<file path="src/rtl/gg_pkg.sv">
package gg_pkg;

  // Sequencer states; the last three make up the latched fault group.
  typedef enum logic [2:0] {
    ST_OFF   = 3'd0,  // strong pull-down held
    ST_ARM   = 3'd1,  // dead cycle before pull-up
    ST_BLANK = 3'd2,  // pull-up, desat masked
    ST_MON   = 3'd3,  // pull-up, desat watched
    ST_GAP   = 3'd4,  // dead cycle before strong pull-down
    ST_TRIP  = 3'd5,  // fault latched, dead cycle
    ST_SOFT  = 3'd6,  // fault, weak pull-down
    ST_HARD  = 3'd7   // fault, strong pull-down held
  } gg_state_e;

  typedef struct packed {
    logic pu;
    logic pd_weak;
    logic pd_strong;
  } gg_drive_t;

  // Bit positions inside the synchroniser bundle.
  localparam int SB_POS    = 0;
  localparam int SB_NEG    = 1;
  localparam int SB_CLR_N  = 2;
  localparam int SB_DESAT  = 3;
  localparam int SB_GLOW   = 4;
  localparam int SB_UV_IN  = 5;
  localparam int SB_UV_DRV = 6;
  localparam int SB_W      = 7;

  // Safe values while in reset: command off, clear idle, both supplies locked out.
  localparam logic [SB_W-1:0] SB_RST = 7'b110_0110;

endpackage

</file>
<file path="src/rtl/gg_sync.sv">
module gg_sync #(
  parameter int              W       = 1,
  parameter int              STAGES  = 2,
  parameter logic [W-1:0]    RST_VAL = '0
) (
  input  logic         clk,
  input  logic         rst_n,
  input  logic [W-1:0] d,
  output logic [W-1:0] q
);

  logic [STAGES-1:0][W-1:0] stg;

  always_ff @(posedge clk or negedge rst_n) begin
    if (!rst_n) begin
      stg <= {STAGES{RST_VAL}};
    end else begin
      stg[0] <= d;
      for (int i = 1; i < STAGES; i++) begin
        stg[i] <= stg[i-1];
      end
    end
  end

  assign q = stg[STAGES-1];

endmodule

</file>
<file path="src/rtl/gg_clr_qual.sv">
module gg_clr_qual #(
  parameter int SAMPLES = 2
) (
  input  logic clk,
  input  logic rst_n,
  input  logic clr_n_s,
  output logic clr_ok
);

  localparam int CW = $clog2(SAMPLES + 1);
  localparam logic [CW-1:0] NEED = CW'(SAMPLES - 1);

  // Number of consecutive earlier low samples, saturating at NEED.
  logic [CW-1:0] lows;

  always_ff @(posedge clk or negedge rst_n) begin
    if (!rst_n) begin
      lows <= '0;
    end else if (clr_n_s) begin
      lows <= '0;
    end else if (lows != NEED) begin
      lows <= lows + 1'b1;
    end
  end

  assign clr_ok = !clr_n_s && (lows == NEED);

endmodule

</file>
<file path="src/rtl/gg_blank.sv">
module gg_blank #(
  parameter int BW = 8
) (
  input  logic          clk,
  input  logic          rst_n,
  input  logic          load,
  input  logic [BW-1:0] limit,
  output logic          done
);

  localparam logic [BW-1:0] ONE = BW'(1);

  logic [BW-1:0] remain;

  always_ff @(posedge clk or negedge rst_n) begin
    if (!rst_n) begin
      remain <= '0;
    end else if (load) begin
      remain <= limit;
    end else if (remain > ONE) begin
      remain <= remain - ONE;
    end
  end

  // The final blanking cycle is the one with one count (or none) left.
  assign done = (remain <= ONE);

endmodule

</file>
<file path="src/rtl/gg_fsm.sv">
module gg_fsm
  import gg_pkg::*;
(
  input  logic      clk,
  input  logic      rst_n,
  input  logic      cmd,
  input  logic      uv_drv,
  input  logic      desat,
  input  logic      gate_low,
  input  logic      clr_ok,
  input  logic      blank_done,
  output logic      blank_load,
  output gg_drive_t drive,
  output logic      fault_n,
  output logic      clamp
);

  gg_state_e st, st_nx;
  logic      clamp_q;
  logic      run_ok;

  assign run_ok = cmd && !uv_drv;

  always_comb begin
    st_nx = st;
    unique case (st)
      ST_OFF:   if (run_ok) st_nx = ST_ARM;
      ST_ARM:   st_nx = run_ok ? ST_BLANK : ST_OFF;
      ST_BLANK: begin
        if (!run_ok)         st_nx = ST_GAP;
        else if (blank_done) st_nx = ST_MON;
      end
      ST_MON: begin
        if (uv_drv)     st_nx = ST_GAP;
        else if (desat) st_nx = ST_TRIP;
        else if (!cmd)  st_nx = ST_GAP;
      end
      ST_GAP:   st_nx = ST_OFF;
      ST_TRIP:  st_nx = clr_ok ? ST_OFF : ST_SOFT;
      ST_SOFT: begin
        if (clr_ok)        st_nx = ST_OFF;
        else if (gate_low) st_nx = ST_HARD;
      end
      ST_HARD:  if (clr_ok) st_nx = ST_OFF;
      default:  st_nx = ST_OFF;
    endcase
  end

  always_ff @(posedge clk or negedge rst_n) begin
    if (!rst_n) begin
      st <= ST_OFF;
    end else begin
      st <= st_nx;
    end
  end

  always_comb begin
    drive.pu        = ((st == ST_BLANK) || (st == ST_MON)) && !uv_drv;
    drive.pd_weak   = (st == ST_SOFT) && !uv_drv;
    drive.pd_strong = (st == ST_OFF) || (st == ST_HARD) ||
                      ((st == ST_SOFT) && uv_drv);
  end

  assign blank_load = (st == ST_ARM);
  assign fault_n    = !((st == ST_TRIP) || (st == ST_SOFT) || (st == ST_HARD));

  // The clamp follows one cycle after the gate is seen low under strong pull-down.
  always_ff @(posedge clk or negedge rst_n) begin
    if (!rst_n) begin
      clamp_q <= 1'b0;
    end else begin
      clamp_q <= drive.pd_strong && gate_low;
    end
  end

  assign clamp = clamp_q && drive.pd_strong;

endmodule

</file>
<file path="src/rtl/gate_guard_ctrl.sv">
module gate_guard_ctrl
  import gg_pkg::*;
#(
  parameter int BLANK_W     = 8,
  parameter int SYNC_STAGES = 2,
  parameter int CLR_SAMPLES = 2
) (
  input  logic               clk,
  input  logic               rst_n,
  input  logic               cmd_pos_i,
  input  logic               cmd_neg_i,
  input  logic               clr_n_i,
  input  logic               desat_i,
  input  logic               gate_low_i,
  input  logic               uv_in_i,
  input  logic               uv_drv_i,
  input  logic [BLANK_W-1:0] blank_cycles_i,
  output logic               pu_en_o,
  output logic               pd_weak_o,
  output logic               pd_strong_o,
  output logic               clamp_o,
  output logic               fault_n_o,
  output logic               ready_o
);

  logic [SB_W-1:0] raw_bus, sync_bus;
  logic cmd_s, clr_n_s, desat_s, gate_low_s, uv_in_s, uv_drv_s;
  logic clr_ok, blank_load, blank_done;
  gg_drive_t drive;

  always_comb begin
    raw_bus            = '0;
    raw_bus[SB_POS]    = cmd_pos_i;
    raw_bus[SB_NEG]    = cmd_neg_i;
    raw_bus[SB_CLR_N]  = clr_n_i;
    raw_bus[SB_DESAT]  = desat_i;
    raw_bus[SB_GLOW]   = gate_low_i;
    raw_bus[SB_UV_IN]  = uv_in_i;
    raw_bus[SB_UV_DRV] = uv_drv_i;
  end

  gg_sync #(
    .W       (SB_W),
    .STAGES  (SYNC_STAGES),
    .RST_VAL (SB_RST)
  ) u_sync (
    .clk   (clk),
    .rst_n (rst_n),
    .d     (raw_bus),
    .q     (sync_bus)
  );

  // Complementary decode: only positive-high with negative-low commands drive.
  assign cmd_s      = sync_bus[SB_POS] && !sync_bus[SB_NEG];
  assign clr_n_s    = sync_bus[SB_CLR_N];
  assign desat_s    = sync_bus[SB_DESAT];
  assign gate_low_s = sync_bus[SB_GLOW];
  assign uv_in_s    = sync_bus[SB_UV_IN];
  assign uv_drv_s   = sync_bus[SB_UV_DRV];

  gg_clr_qual #(
    .SAMPLES (CLR_SAMPLES)
  ) u_clr (
    .clk     (clk),
    .rst_n   (rst_n),
    .clr_n_s (clr_n_s),
    .clr_ok  (clr_ok)
  );

  gg_blank #(
    .BW (BLANK_W)
  ) u_blank (
    .clk   (clk),
    .rst_n (rst_n),
    .load  (blank_load),
    .limit (blank_cycles_i),
    .done  (blank_done)
  );

  gg_fsm u_fsm (
    .clk        (clk),
    .rst_n      (rst_n),
    .cmd        (cmd_s),
    .uv_drv     (uv_drv_s),
    .desat      (desat_s),
    .gate_low   (gate_low_s),
    .clr_ok     (clr_ok),
    .blank_done (blank_done),
    .blank_load (blank_load),
    .drive      (drive),
    .fault_n    (fault_n_o),
    .clamp      (clamp_o)
  );

  assign pu_en_o     = drive.pu;
  assign pd_weak_o   = drive.pd_weak;
  assign pd_strong_o = drive.pd_strong;
  assign ready_o     = !uv_in_s && !uv_drv_s;

endmodule

</file>
<file path="config.mk">
export PLATFORM = sky130hd
export DESIGN_NAME = gate_guard_ctrl
export DESIGN_NICKNAME = d
export VERILOG_FILES = /design/src/rtl/gg_pkg.sv /design/src/rtl/gg_sync.sv /design/src/rtl/gg_clr_qual.sv /design/src/rtl/gg_blank.sv /design/src/rtl/gg_fsm.sv /design/src/rtl/gate_guard_ctrl.sv
export SDC_FILE = /design/constraint.sdc
export NUM_CORES = 1
export LEC_CHECK = 0
export ABC_AREA = 1
export BUFFER_PORTS_ARGS = -buffer_cell sky130_fd_sc_hd__buf_2
export CORE_ASPECT_RATIO = 0.9
export CORE_UTILIZATION = 35
export CTS_BUF_LIST = sky130_fd_sc_hd__clkbuf_8
export DETAILED_ROUTE_END_ITERATION = 6
export GPL_ROUTABILITY_DRIVEN = 0
export MAX_ROUTING_LAYER = met4
export PLACE_DENSITY = 0.59
export SYNTH_ARGS = -nofsm -noshare
export SYNTH_HDL_FRONTEND = slang
export SYNTH_SLANG_ARGS = --single-unit
</file>
<file path="constraint.sdc">
create_clock -name clk -period 1.3 [get_ports clk]
set_input_delay 0.065 -clock clk [delete_from_list [all_inputs] [get_ports clk]]
set_output_delay 0.065 -clock clk [all_outputs]
set_load 0.05 [all_outputs]
</file>
==> flow_summary.ini <==
[die]
row_count = 20
die_area_um2 = 4069
initial_core_util = 0.3814
die_x_um = 67.13
io_pins = 23
die_h_um = 60.62
core_um2 = 3503

[worst_hold_path]
min_path_cells = 3
hp-class = input port to register

[setup_path]
worstPathMaxFanout = 6
reg2reg_depth = 9
start_kind = register
worst_setup_path_end_kind = output pin
path_class = register to output pin
crit_required_ns = 1.24
arrival_ns = 1.37

[clocking]
path_clk_slew_ns = 0.10
cts_sinks = 28
h-tree-depth = 1
clk_latency_ns = 0.27
root_buffer = clkbuf_8
clock_path_buffers = 2
cts_made_buffers = 3
cts_tree = yes

[global_route]
grt_pass1_wl_um = 5181
grt_max_degree = 29
first_global_vias = 1232
globalRoute.totalOverflow = 0
track_usage = 0.1767
antenna_found_initial = 0

[timing]
fmax_mhz = 698.0
finalClockSkew_ns = 0.004257
fin_setup_tns_ns = -1.063
timing.final.ws_setup_ns = -0.1326
fin_crit_sh = 1.102
slew_headroom = 0.5974
finalHoldWorstSlack_ns = 0.05800
setup-violations-final = 15
period_minus_slack_ns = 1.433
hold_viol_final = 0
max_slew.worst_pin.slew_ns = 0.6040
rsz0062_at_grt = true
slew_violations = 0

[pwr]
leakage_nw = 1.029
p_clk_frac = 0.131
ir_drop_uv = 1263
p_switching_mw = 2.170
powerDensity_nw_per_um2 = 2398
p_comb_frac = 0.607
switching_share = 0.4235
p_int_mw = 2.954
seq_power_share = 0.261

[finish]
antenna_cells = 0
fillers = 288
multi_input_area_um2 = 709.4
stdcell_count = 270
drive_above_1_share = 0.4823
syn2layout_area_growth_pct = 59.93
nets = 247
final_area_um2 = 2137
seqCellArea_um2 = 711.9

[run_status]
failed_checks = setup timing
status = finished with violations

[synth]
ys_ff_latch = 28
synth_cells = 159
ys_seq_area_frac = 0.5318
yosysWarnings = 0
synthesis.nets = 179
yosysUniqueCellTypes = 25
postSynthAreaPerCell_um2 = 8.404
syn_area_um2 = 1336

[placement]
postPlaceCellArea_um2 = 1599
portBuffers = 22
dp_hpwl_um = 1909
place_ws_ns = -0.1041
dp_cells = 235

[detailed_routing]
remaining_drc_errors = 0
met2WireLength_um = 1652
drt_iter0_drc = 77
viasPerCell = 4.704
drt_wl_total_um = 3209
wl_met3_um = 74
first_pass_iters = 4
ant_nets = 0
wl_per_cell_um = 11.89
dr_total_vias = 1270
met1_length_um = 1466
highest_layer = met4

[run]
max-cap-violations = 0
## sequential cells by signal, indices dropped and copies added, names as in the netlist
| name | count |
|---|---|
| u_clr.lows | 2 |
| u_sync.q | 7 |
| u_fsm.clamp_q | 1 |
| u_sync.stg | 7 |
| u_fsm.st | 3 |
| u_blank.remain | 8 |
## cell families (layout without fill, tap and decap cells)
group	Yosys count	after routing	share of synthesized area
compound gates	17	17	0.07398
xor+xnor	4	4	0.02621
fa+ha+maj	3	3	0.02809
buf+inv	27	93	0.07865
flops	28	28	0.5318
simple gates	80	81	0.2612
## through the flow
| step | utilization | total power [mW] |
|---|---|---|
| floorplan | - | 2.734 |
| global placement | 0.4564 | 3.224 |
| detailed placement | 0.4564 | 3.289 |
| CTS | 0.5725 | 4.741 |
| global route | 0.6100 | 5.487 |
| finish | 0.6100 | 5.124 |
## cell usage in the layout, fill, tap and decap left out, drive strengths merged
| master | instances |
|---|---|
| ha | 3 |
| o21ai | 8 |
| inv | 25 |
| xor2 | 4 |
| nand3b | 1 |
| clkinv | 1 |
| clkbuf | 3 |
| nand2 | 35 |
| nand4 | 2 |
| o211ai | 1 |
| dlygate4sd3 | 8 |
| a21boi | 1 |
| o22ai | 1 |
| nand3 | 13 |
| a31oi | 1 |
| a21oi | 4 |
| bufinv | 1 |
| dfstp | 8 |
| nor3 | 2 |
| buf | 55 |
| dfrtp | 20 |
| nor2 | 28 |
| o31ai | 1 |
## metal layers
layer,global-route usage,vias up
met5,-,-
met4,0.04863,0
met3,0.02444,2
met2,0.3186,23
met1,0.2050,610
li1,-,635
## cells in the mapped netlist
cell type / instances / share of area
nand2_1: 33 / 0.093
nor2_1: 25 / 0.070
inv_1: 24 / 0.067
dfrtp_1: 20 / 0.37
nand3_1: 10 / 0.037
dfstp_2: 8 / 0.16
o21ai_0: 8 / 0.030
xor2_1: 4 / 0.026
a21oi_1: 3 / 0.011
ha_1: 3 / 0.028
nor2_2: 3 / 0.014
nand2_2: 2 / 0.0094
nand3_2: 2 / 0.015
nand4_1: 2 / 0.0094
nor3_1: 2 / 0.0075
a21boi_0: 1 / 0.0056
a21oi_2: 1 / 0.0066
a31oi_1: 1 / 0.0047
buf_4: 1 / 0.0056
clkinv_1: 1 / 0.0028
inv_2: 1 / 0.0028
nand3b_1: 1 / 0.0056
o211ai_1: 1 / 0.0056
o22ai_1: 1 / 0.0047
o31ai_1: 1 / 0.0056
## critical path: stages (launching register included)
cell and delay [ns]:
dfrtp_2 0.47, buf_4 0.16, nor2_4 0.15, nor3_4 0.06, nor2_2 0.10, buf_6 0.16
## power by group through the flow
stage	sequential (mW)	clock [mW]	combinational [mW]
global placement	1.32	0	1.91
floorplan	1.30	0	1.43
global route	1.37	0.742	3.37
finish	1.34	0.674	3.11
CTS	1.33	0.695	2.72
detailed placement	1.33	0	1.96
## repair_timing
item	in CTS	in global routing
cloned	2	0
hold endpoints to repair	27	0
resized for setup	38	28
pin swaps	17	17
buffers inserted	15	6
endpoints found under the setup margin	15	16
hold buffers	8	0
## layout make-up
cell class              instances  area share
well taps                      44     0.02576
flip-flops and latches         28      0.3331
clock buffers                   3     0.01932
clock inverters                 1     0.01405
inverters                      26     0.04567
multi-input cells             105      0.3320
repair buffers                 63      0.2301
## final timing paths
path | from | endpoint | slack, ns
worst min register to register | u_sync.stg[0] | u_sync.q[0] | 0.35
worst min-delay path | blank_cycles_i[4] | u_blank.remain[4] | 0.06
worst max register to register | u_blank.remain[1] | u_fsm.st[1] | -0.12
min in group asynchronous | rst_n | u_fsm.st[2] | 0.34
max in group asynchronous | rst_n | u_fsm.st[2] | 0.54
worst max-delay path | u_fsm.st[2] | clamp_o | -0.13
Power figures use the tool's default switching activity.
